`config.mk`:
```
export PLATFORM = sky130hd
export DESIGN_NAME = pwm_dual_shadow
export DESIGN_NICKNAME = d
export VERILOG_FILES = /design/src/rtl/pwm_dual_pkg.sv /design/src/rtl/pwm_shadow_reg.sv /design/src/rtl/pwm_chan_core.sv /design/src/rtl/pwm_chan.sv /design/src/rtl/pwm_dual_shadow.sv
export SDC_FILE = /design/constraint.sdc
export NUM_CORES = 1
export LEC_CHECK = 0
export CAP_MARGIN = 20
export CORE_ASPECT_RATIO = 2
export CORE_MARGIN = 8
export CORE_UTILIZATION = 39
export DETAILED_ROUTE_END_ITERATION = 6
export GPL_TIMING_DRIVEN = 0
export PLACE_DENSITY = 0.55
export SLEW_MARGIN = 20
export SYNTH_ARGS = -nofsm -noshare
export SYNTH_HDL_FRONTEND = slang
export SYNTH_SLANG_ARGS = --single-unit
```
`constraint.sdc`:
```
create_clock -name clk -period 2.4 [get_ports clk]
set_input_delay 0.48 -clock clk [delete_from_list [all_inputs] [get_ports clk]]
set_output_delay 0.48 -clock clk [all_outputs]
set_load 0.01 [all_outputs]
```
`src/rtl/pwm_dual_pkg.sv`:
```
package pwm_dual_pkg;

  // Register selector inside one channel's 16-byte slot (address bits 3:2).
  typedef enum logic [1:0] {
    SEL_CTRL = 2'd0,
    SEL_DIV  = 2'd1,
    SEL_LEN  = 2'd2,
    SEL_CMP  = 2'd3
  } reg_sel_e;

  // Stored control bits; the two load strobes (bits 5:4) are kept apart.
  typedef struct packed {
    logic stop_now;
    logic autoload;
    logic invert;
    logic enable;
  } ctrl_t;

  localparam int CTRL_W = $bits(ctrl_t);
  localparam int LOAD_W = 2;

endpackage

```
`src/rtl/pwm_shadow_reg.sv`:
```
// One software-visible register with a shadow copy, an active copy and a
// pending flag. commit_ok lets a pending value move; force_ld overrides it.
module pwm_shadow_reg #(
  parameter int W = 12
) (
  input  logic         clk,
  input  logic         rst_n,
  input  logic         wr,
  input  logic [W-1:0] wdata,
  input  logic         commit_ok,
  input  logic         force_ld,
  output logic [W-1:0] shadow,
  output logic [W-1:0] active,
  output logic         pending
);

  logic do_commit;
  assign do_commit = pending && (commit_ok || force_ld);

  always_ff @(posedge clk) begin
    if (!rst_n) begin
      shadow  <= '0;
      active  <= '0;
      pending <= 1'b0;
    end else begin
      if (wr)        shadow <= wdata;
      if (do_commit) active <= shadow;
      // A new write re-arms the flag even on a commit edge.
      if (wr)             pending <= 1'b1;
      else if (do_commit) pending <= 1'b0;
    end
  end

endmodule

```
`src/rtl/pwm_chan_core.sv`:
```
// Divider, period counter, run state and output shaping for one channel.
module pwm_chan_core #(
  parameter int DIV_W = 10,
  parameter int LEN_W = 12
) (
  input  logic             clk,
  input  logic             rst_n,
  input  logic             enable,
  input  logic             invert,
  input  logic             stop_now,
  input  logic [DIV_W-1:0] div_val,
  input  logic [LEN_W-1:0] len_val,
  input  logic [LEN_W-1:0] cmp_val,
  output logic             running,
  output logic             wrap,
  output logic             wave
);

  logic [DIV_W-1:0] pre_q;
  logic [LEN_W-1:0] cnt_q;
  logic             run_q;
  logic             run_d;
  logic             pre_end;

  // >= keeps the counters bounded when a smaller limit commits mid-count.
  assign pre_end = (pre_q >= div_val);
  assign wrap    = run_q && pre_end && (cnt_q >= len_val);
  assign run_d   = enable || (run_q && !stop_now && !wrap);

  always_ff @(posedge clk) begin
    if (!rst_n) begin
      run_q <= 1'b0;
      pre_q <= '0;
      cnt_q <= '0;
    end else begin
      run_q <= run_d;
      if (!run_q || !run_d) begin
        pre_q <= '0;
        cnt_q <= '0;
      end else if (pre_end) begin
        pre_q <= '0;
        cnt_q <= wrap ? '0 : cnt_q + 1'b1;
      end else begin
        pre_q <= pre_q + 1'b1;
      end
    end
  end

  assign running = run_q;
  assign wave    = (run_q && (cnt_q < cmp_val)) ^ invert;

endmodule

```
`src/rtl/pwm_chan.sv`:
```
// One channel: four shadowed registers, commit policy, readback, core.
module pwm_chan
  import pwm_dual_pkg::*;
#(
  parameter int DIV_W  = 10,
  parameter int LEN_W  = 12,
  parameter int DATA_W = 32
) (
  input  logic              clk,
  input  logic              rst_n,
  input  logic              wr_en,
  input  reg_sel_e          wr_sel,
  input  logic [DATA_W-1:0] wdata,
  input  reg_sel_e          rd_sel,
  output logic [DATA_W-1:0] rd_word,
  output logic [3:0]        pend,
  output logic              wave
);

  logic [CTRL_W-1:0] ctrl_sh_raw, ctrl_act_raw;
  logic [DIV_W-1:0]  div_sh, div_act;
  logic [LEN_W-1:0]  len_sh, len_act, cmp_sh, cmp_act;
  logic              ctrl_p, div_p, len_p, cmp_p;
  logic [LOAD_W-1:0] load_q;
  ctrl_t             ctrl_act;
  logic              running, wrap, data_ok;
  logic              force_div, force_len;
  logic              unused_wdata;

  assign ctrl_act     = ctrl_t'(ctrl_act_raw);
  assign unused_wdata = ^wdata[DATA_W-1:LEN_W];

  // Load strobes travel with their control write and act at its commit.
  always_ff @(posedge clk) begin
    if (!rst_n)                            load_q <= '0;
    else if (wr_en && wr_sel == SEL_CTRL)  load_q <= wdata[CTRL_W +: LOAD_W];
  end

  assign force_div = ctrl_p && load_q[0];
  assign force_len = ctrl_p && load_q[1];
  assign data_ok   = !ctrl_act.autoload || !running || wrap;

  pwm_shadow_reg #(.W(CTRL_W)) u_ctrl (
    .clk(clk), .rst_n(rst_n), .wr(wr_en && wr_sel == SEL_CTRL),
    .wdata(wdata[CTRL_W-1:0]), .commit_ok(1'b1), .force_ld(1'b0),
    .shadow(ctrl_sh_raw), .active(ctrl_act_raw), .pending(ctrl_p));

  pwm_shadow_reg #(.W(DIV_W)) u_div (
    .clk(clk), .rst_n(rst_n), .wr(wr_en && wr_sel == SEL_DIV),
    .wdata(wdata[DIV_W-1:0]), .commit_ok(data_ok), .force_ld(force_div),
    .shadow(div_sh), .active(div_act), .pending(div_p));

  pwm_shadow_reg #(.W(LEN_W)) u_len (
    .clk(clk), .rst_n(rst_n), .wr(wr_en && wr_sel == SEL_LEN),
    .wdata(wdata[LEN_W-1:0]), .commit_ok(data_ok), .force_ld(force_len),
    .shadow(len_sh), .active(len_act), .pending(len_p));

  pwm_shadow_reg #(.W(LEN_W)) u_cmp (
    .clk(clk), .rst_n(rst_n), .wr(wr_en && wr_sel == SEL_CMP),
    .wdata(wdata[LEN_W-1:0]), .commit_ok(data_ok), .force_ld(force_len),
    .shadow(cmp_sh), .active(cmp_act), .pending(cmp_p));

  pwm_chan_core #(.DIV_W(DIV_W), .LEN_W(LEN_W)) u_core (
    .clk(clk), .rst_n(rst_n),
    .enable(ctrl_act.enable), .invert(ctrl_act.invert), .stop_now(ctrl_act.stop_now),
    .div_val(div_act), .len_val(len_act), .cmp_val(cmp_act),
    .running(running), .wrap(wrap), .wave(wave));

  assign pend = {cmp_p, len_p, div_p, ctrl_p};

  always_comb begin
    unique case (rd_sel)
      SEL_CTRL: rd_word = {{(DATA_W-CTRL_W){1'b0}}, ctrl_sh_raw};
      SEL_DIV:  rd_word = {{(DATA_W-DIV_W){1'b0}}, div_sh};
      SEL_LEN:  rd_word = {{(DATA_W-LEN_W){1'b0}}, len_sh};
      default:  rd_word = {{(DATA_W-LEN_W){1'b0}}, cmp_sh};
    endcase
  end

endmodule

```
`src/rtl/pwm_dual_shadow.sv`:
```
module pwm_dual_shadow
  import pwm_dual_pkg::*;
#(
  parameter int NUM_CH   = 2,
  parameter int SLOT_CNT = 4,
  parameter int DIV_W    = 10,
  parameter int LEN_W    = 12,
  parameter int ADDR_W   = 7,
  parameter int DATA_W   = 32
) (
  input  logic              clk,
  input  logic              rst_n,
  input  logic              reg_wr,
  input  logic [ADDR_W-1:0] reg_addr,
  input  logic [DATA_W-1:0] reg_wdata,
  output logic [DATA_W-1:0] reg_rdata,
  output logic [NUM_CH-1:0] pwm_out
);

  localparam int SLOT_LSB = 4;
  localparam int SEL_LSB  = 2;
  localparam int IDX_W    = $clog2(SLOT_CNT);
  localparam int GRP_W    = 8;
  localparam logic [ADDR_W-1:0] STAT_ADDR = ADDR_W'(SLOT_CNT << SLOT_LSB);

  logic              slot_hit;
  logic [IDX_W-1:0]  slot;
  reg_sel_e          sel;
  logic [DATA_W-1:0] rd_v [NUM_CH];
  logic [3:0]        pend_v [NUM_CH];
  logic [DATA_W-1:0] status_word;
  logic              unused_addr;

  assign slot_hit    = (reg_addr < STAT_ADDR);
  assign slot        = reg_addr[SLOT_LSB +: IDX_W];
  assign sel         = reg_sel_e'(reg_addr[SEL_LSB +: 2]);
  assign unused_addr = ^reg_addr[SEL_LSB-1:0];

  for (genvar ch = 0; ch < NUM_CH; ch++) begin : g_ch
    pwm_chan #(.DIV_W(DIV_W), .LEN_W(LEN_W), .DATA_W(DATA_W)) u_chan (
      .clk(clk), .rst_n(rst_n),
      .wr_en(reg_wr && slot_hit && slot == IDX_W'(ch)),
      .wr_sel(sel), .wdata(reg_wdata), .rd_sel(sel),
      .rd_word(rd_v[ch]), .pend(pend_v[ch]), .wave(pwm_out[ch]));
  end

  always_comb begin
    status_word = '0;
    for (int c = 0; c < NUM_CH; c++) status_word[c*GRP_W +: 4] = pend_v[c];
  end

  always_comb begin
    reg_rdata = '0;
    if (reg_addr == STAT_ADDR) reg_rdata = status_word;
    else if (slot_hit)
      for (int c = 0; c < NUM_CH; c++)
        if (slot == IDX_W'(c)) reg_rdata = rd_v[c];
  end

endmodule

```
==> flow_summary.json <==
{
  "grt_max_degree": 14,
  "htreeDepth": 1,
  "layout-drive-gt1-share_pct": 18.6,
  "cp-end-kind": "output port",
  "path_cells": "ha_1, a21o_1, a21oi_2, mux2i_1, nand2_1, or3b_4, buf_6",
  "status": "finished, violations left",
  "period_needed_ns": 2.74,
  "synth.avg_cell_area_um2": 8.36,
  "grt_pass1_vias": 9464,
  "hp-class": "primary input to flip-flop",
  "layout_setup_ws_ns": -0.341,
  "p_leak_nw": 4.69,
  "drv_slew": 0,
  "cp_max_fo": 4,
  "initial_utilization_pct": 39.2,
  "synth-edff-count": 0,
  "violations": "setup timing",
  "slowest_stage": "or3b_4",
  "setup_tns_ns": -0.689,
  "drtIter0Drc": 548,
  "drc_errors": 0,
  "fin_crit_sh_pct": 114,
  "core-area_um2": 28000,
  "viasPerCell": 5.30,
  "path_delay_family": "simple AND/OR/NAND/NOR gates",
  "critPathLaunchType": "flip-flop",
  "dieHeight_um": 253,
  "fmax_mhz": 365,
  "fp-row-count": 87,
  "p_per_area_nw_per_um2": 550,
  "layout_commonest_cell": "nand2_1",
  "grt_pass1_wl_um": 51400,
  "rsz0062_at_grt": "yes",
  "ys_ff_latch": 210,
  "antenna_cells": 0,
  "cts-root-buf": "clkbuf_16",
  "firstDrtPassIters": 5,
  "startpoint": "g_ch[0].u_chan.u_core.cnt_q[9]$_SDFFE_PP0N_",
  "reg2regPathDepth": 10,
  "yosysSeqAreaShare_pct": 38.3,
  "yosysUniqueCellTypes": 64,
  "postRouteAntennaNets": 0,
  "grt_antenna_before_repair": 0,
  "peakVddDrop_mv": 0.533,
  "postSynth.asyncResetShare_pct": 0,
  "synth_area_um2": 11000,
  "wl_per_cell_um": 18.6,
  "pin_count": 76,
  "cts.sink_count": 210,
  "grt_usage_pct": 19.0,
  "dr_total_vias": 9348,
  "finalClockSkew_ns": 0.0230,
  "ys.flop_type": "dfxtp_1",
  "dieArea_um2": 34100,
  "worst_path_largest_cell_delay_ns": 0.39,
  "max-slew-margin-rel_pct": 43.4,
  "hold_path_end": "g_ch[1].u_chan.u_ctrl.shadow[1]$_SDFFE_PN0P_",
  "dp.cells": 1710,
  "min_from": "reg_addr[2]",
  "cts_tree": "built",
  "r2r_end": "g_ch[0].u_chan.u_cmp.active[2]$_SDFFE_PN0P_",
  "routed_wl_um": 32800,
  "regToRegSetupSlack_ns": -0.02,
  "worstHoldPathCells": 4,
  "portBuffers": 23,
  "clockBufferDepth": 3,
  "cp.buffers_inverters": 1,
  "final_cell_mix": "nand2_1 (289), dfxtp_1 (178), a21oi_1 (99)",
  "crit_arrival_ns": 2.26,
  "finalNonFillerCells": 1765,
  "ctsHoldBuffers": 0,
  "worstReg2RegStart": "g_ch[0].u_chan.u_core.cnt_q[10]$_SDFFE_PP0N_",
  "syn_to_final_growth_pct": 19.9,
  "maxCapViolations": 0,
  "fp.dieW_um": 135,
  "setup_viol": 3,
  "netlist_instances": 1312,
  "synth_warnings": 0,
  "cp.required_ns": 1.92,
  "worstSetupPathType": "flip-flop to output port",
  "dp_hpwl_um": 24100,
  "worst_slew_pin_slew_ns": 0.849,
  "numCtsBuffers": 22,
  "gr-total-overflow": 0,
  "clk_pin_slew_ns": 0.07,
  "clk_latency_ns": 0.52,
  "hold_viol": 0,
  "gp_congestion": 0.915,
  "layout.nets": 1508
}
==> synthesized netlist by cell type, drive strengths merged, types with 10 or more instances <==
master	n	area, um2
nand4	10	62.6
nor3	11	65.1
clkbuf	55	206
o21ai	15	75.1
buf	45	307
nand3	34	170
nor2	93	354
o31ai	16	170
dfxtp	210	4200
mux2i	91	911
ha	70	876
a211oi	14	120
nand2	291	1100
a21oi	109	546
inv	81	304
o2111ai	11	96.3
xnor2	25	219
a21o	10	75.1
mux2	10	113
==> layout make-up <==
type                            instances  area, um2
Buffer                                 96        602
Clock buffer                           32        639
Clock inverter                          5       50.0
Fill cell                            2744      14800
Inverter                               83        317
Multi-Input combinational cell        938       6440
Sequential cell                       210       4270
Tap cell                              356        445
Timing Repair Buffer                   45        385
==> registers in the layout, indices dropped and copies added (netlist names), 8 cells and up <==
signal / flops
g_ch.u_chan.u_core.pre_q: 20
g_ch.u_chan.u_div.shadow: 20
g_ch.u_chan.u_cmp.shadow: 24
g_ch.u_chan.u_len.shadow: 24
g_ch.u_chan.u_cmp.active: 24
g_ch.u_chan.u_ctrl.shadow: 8
g_ch.u_chan.u_ctrl.active: 8
g_ch.u_chan.u_len.active: 24
g_ch.u_chan.u_core.cnt_q: 24
g_ch.u_chan.u_div.active: 20
==> stage by stage <==
| stage | hold WS, ns | total power [mW] | worst slack [ns] | utilization [%] | instance area (um2) |
|---|---|---|---|---|---|
| after floorplan | 0.430 | 3.79 | 0.100 | - | 11000 |
| after global placement | 0.449 | 3.92 | -0.834 | 41.9 | 11700 |
| after detailed placement | 0.453 | 3.93 | -0.782 | 41.9 | 11700 |
| after CTS | 0.396 | 7.31 | -0.358 | 45.8 | 12800 |
| after global routing | 0.374 | 7.49 | -0.409 | 47.0 | 13200 |
| final | 0.368 | 7.24 | -0.341 | 47.0 | 13200 |
==> routing by layer <==
| layer | vias up | GRT usage [%] | share of wire [%] |
|---|---|---|---|
| met5 | - | 0 | 0 |
| met4 | 0 | 5.36 | 2.1 |
| met3 | 42 | 2.24 | 4.4 |
| met2 | 207 | 32.4 | 48 |
| met1 | 4509 | 24.7 | 45 |
| li1 | 4590 | - | - |
==> worst register-to-register path, cell delays in order (launching register included) <==
cell     delay, ns
dfxtp_4       0.36
buf_6         0.13
ha_4          0.26
nand4_1       0.25
nor4_4        0.26
o31ai_2       0.13
a22oi_4       0.32
buf_6         0.15
o21a_4        0.14
buf_12        0.14
mux2i_2       0.22
==> worst max path at each step <==
stage	to	depth (start not counted)	slack (ns)
global route	pwm_out[1]	9	-0.41
CTS	pwm_out[1]	8	-0.36
floorplan	pwm_out[1]	7	0.1
detailed placement	reg_rdata[3]	8	-0.78
global placement	reg_rdata[3]	8	-0.83
finish	pwm_out[0]	7	-0.34
==> logic make-up (layout without fill, tap and decap cells) <==
group           Yosys count  count (layout)  share of synthesized area, %
compound gates          229             229                          14.9
xor+xnor                 34              34                          2.72
fa+ha+maj                70              70                          7.99
buf+inv                 183             261                          7.52
flops                   210             210                          38.3
mux                     104             104                          9.95
other cells               1              20                        0.0342
simple gates            481             481                          18.6
==> what timing repair did <==
item,CTS,global route
pin swaps,29,28
gates cloned,1,2
resized for setup,146,79
endpoints found under the setup margin,62,96
setup buffers,10,9
==> where the power goes <==
| group | switching, mW | total [mW] | internal [mW] |
|---|---|---|---|
| logic | 0.264 | 0.382 | 0.117 |
| clock network | 1.42 | 3.36 | 1.95 |
| registers | 0.0110 | 3.49 | 3.48 |
| total | 1.69 | 7.24 | 5.55 |
(Power assumes the default switching activity.)
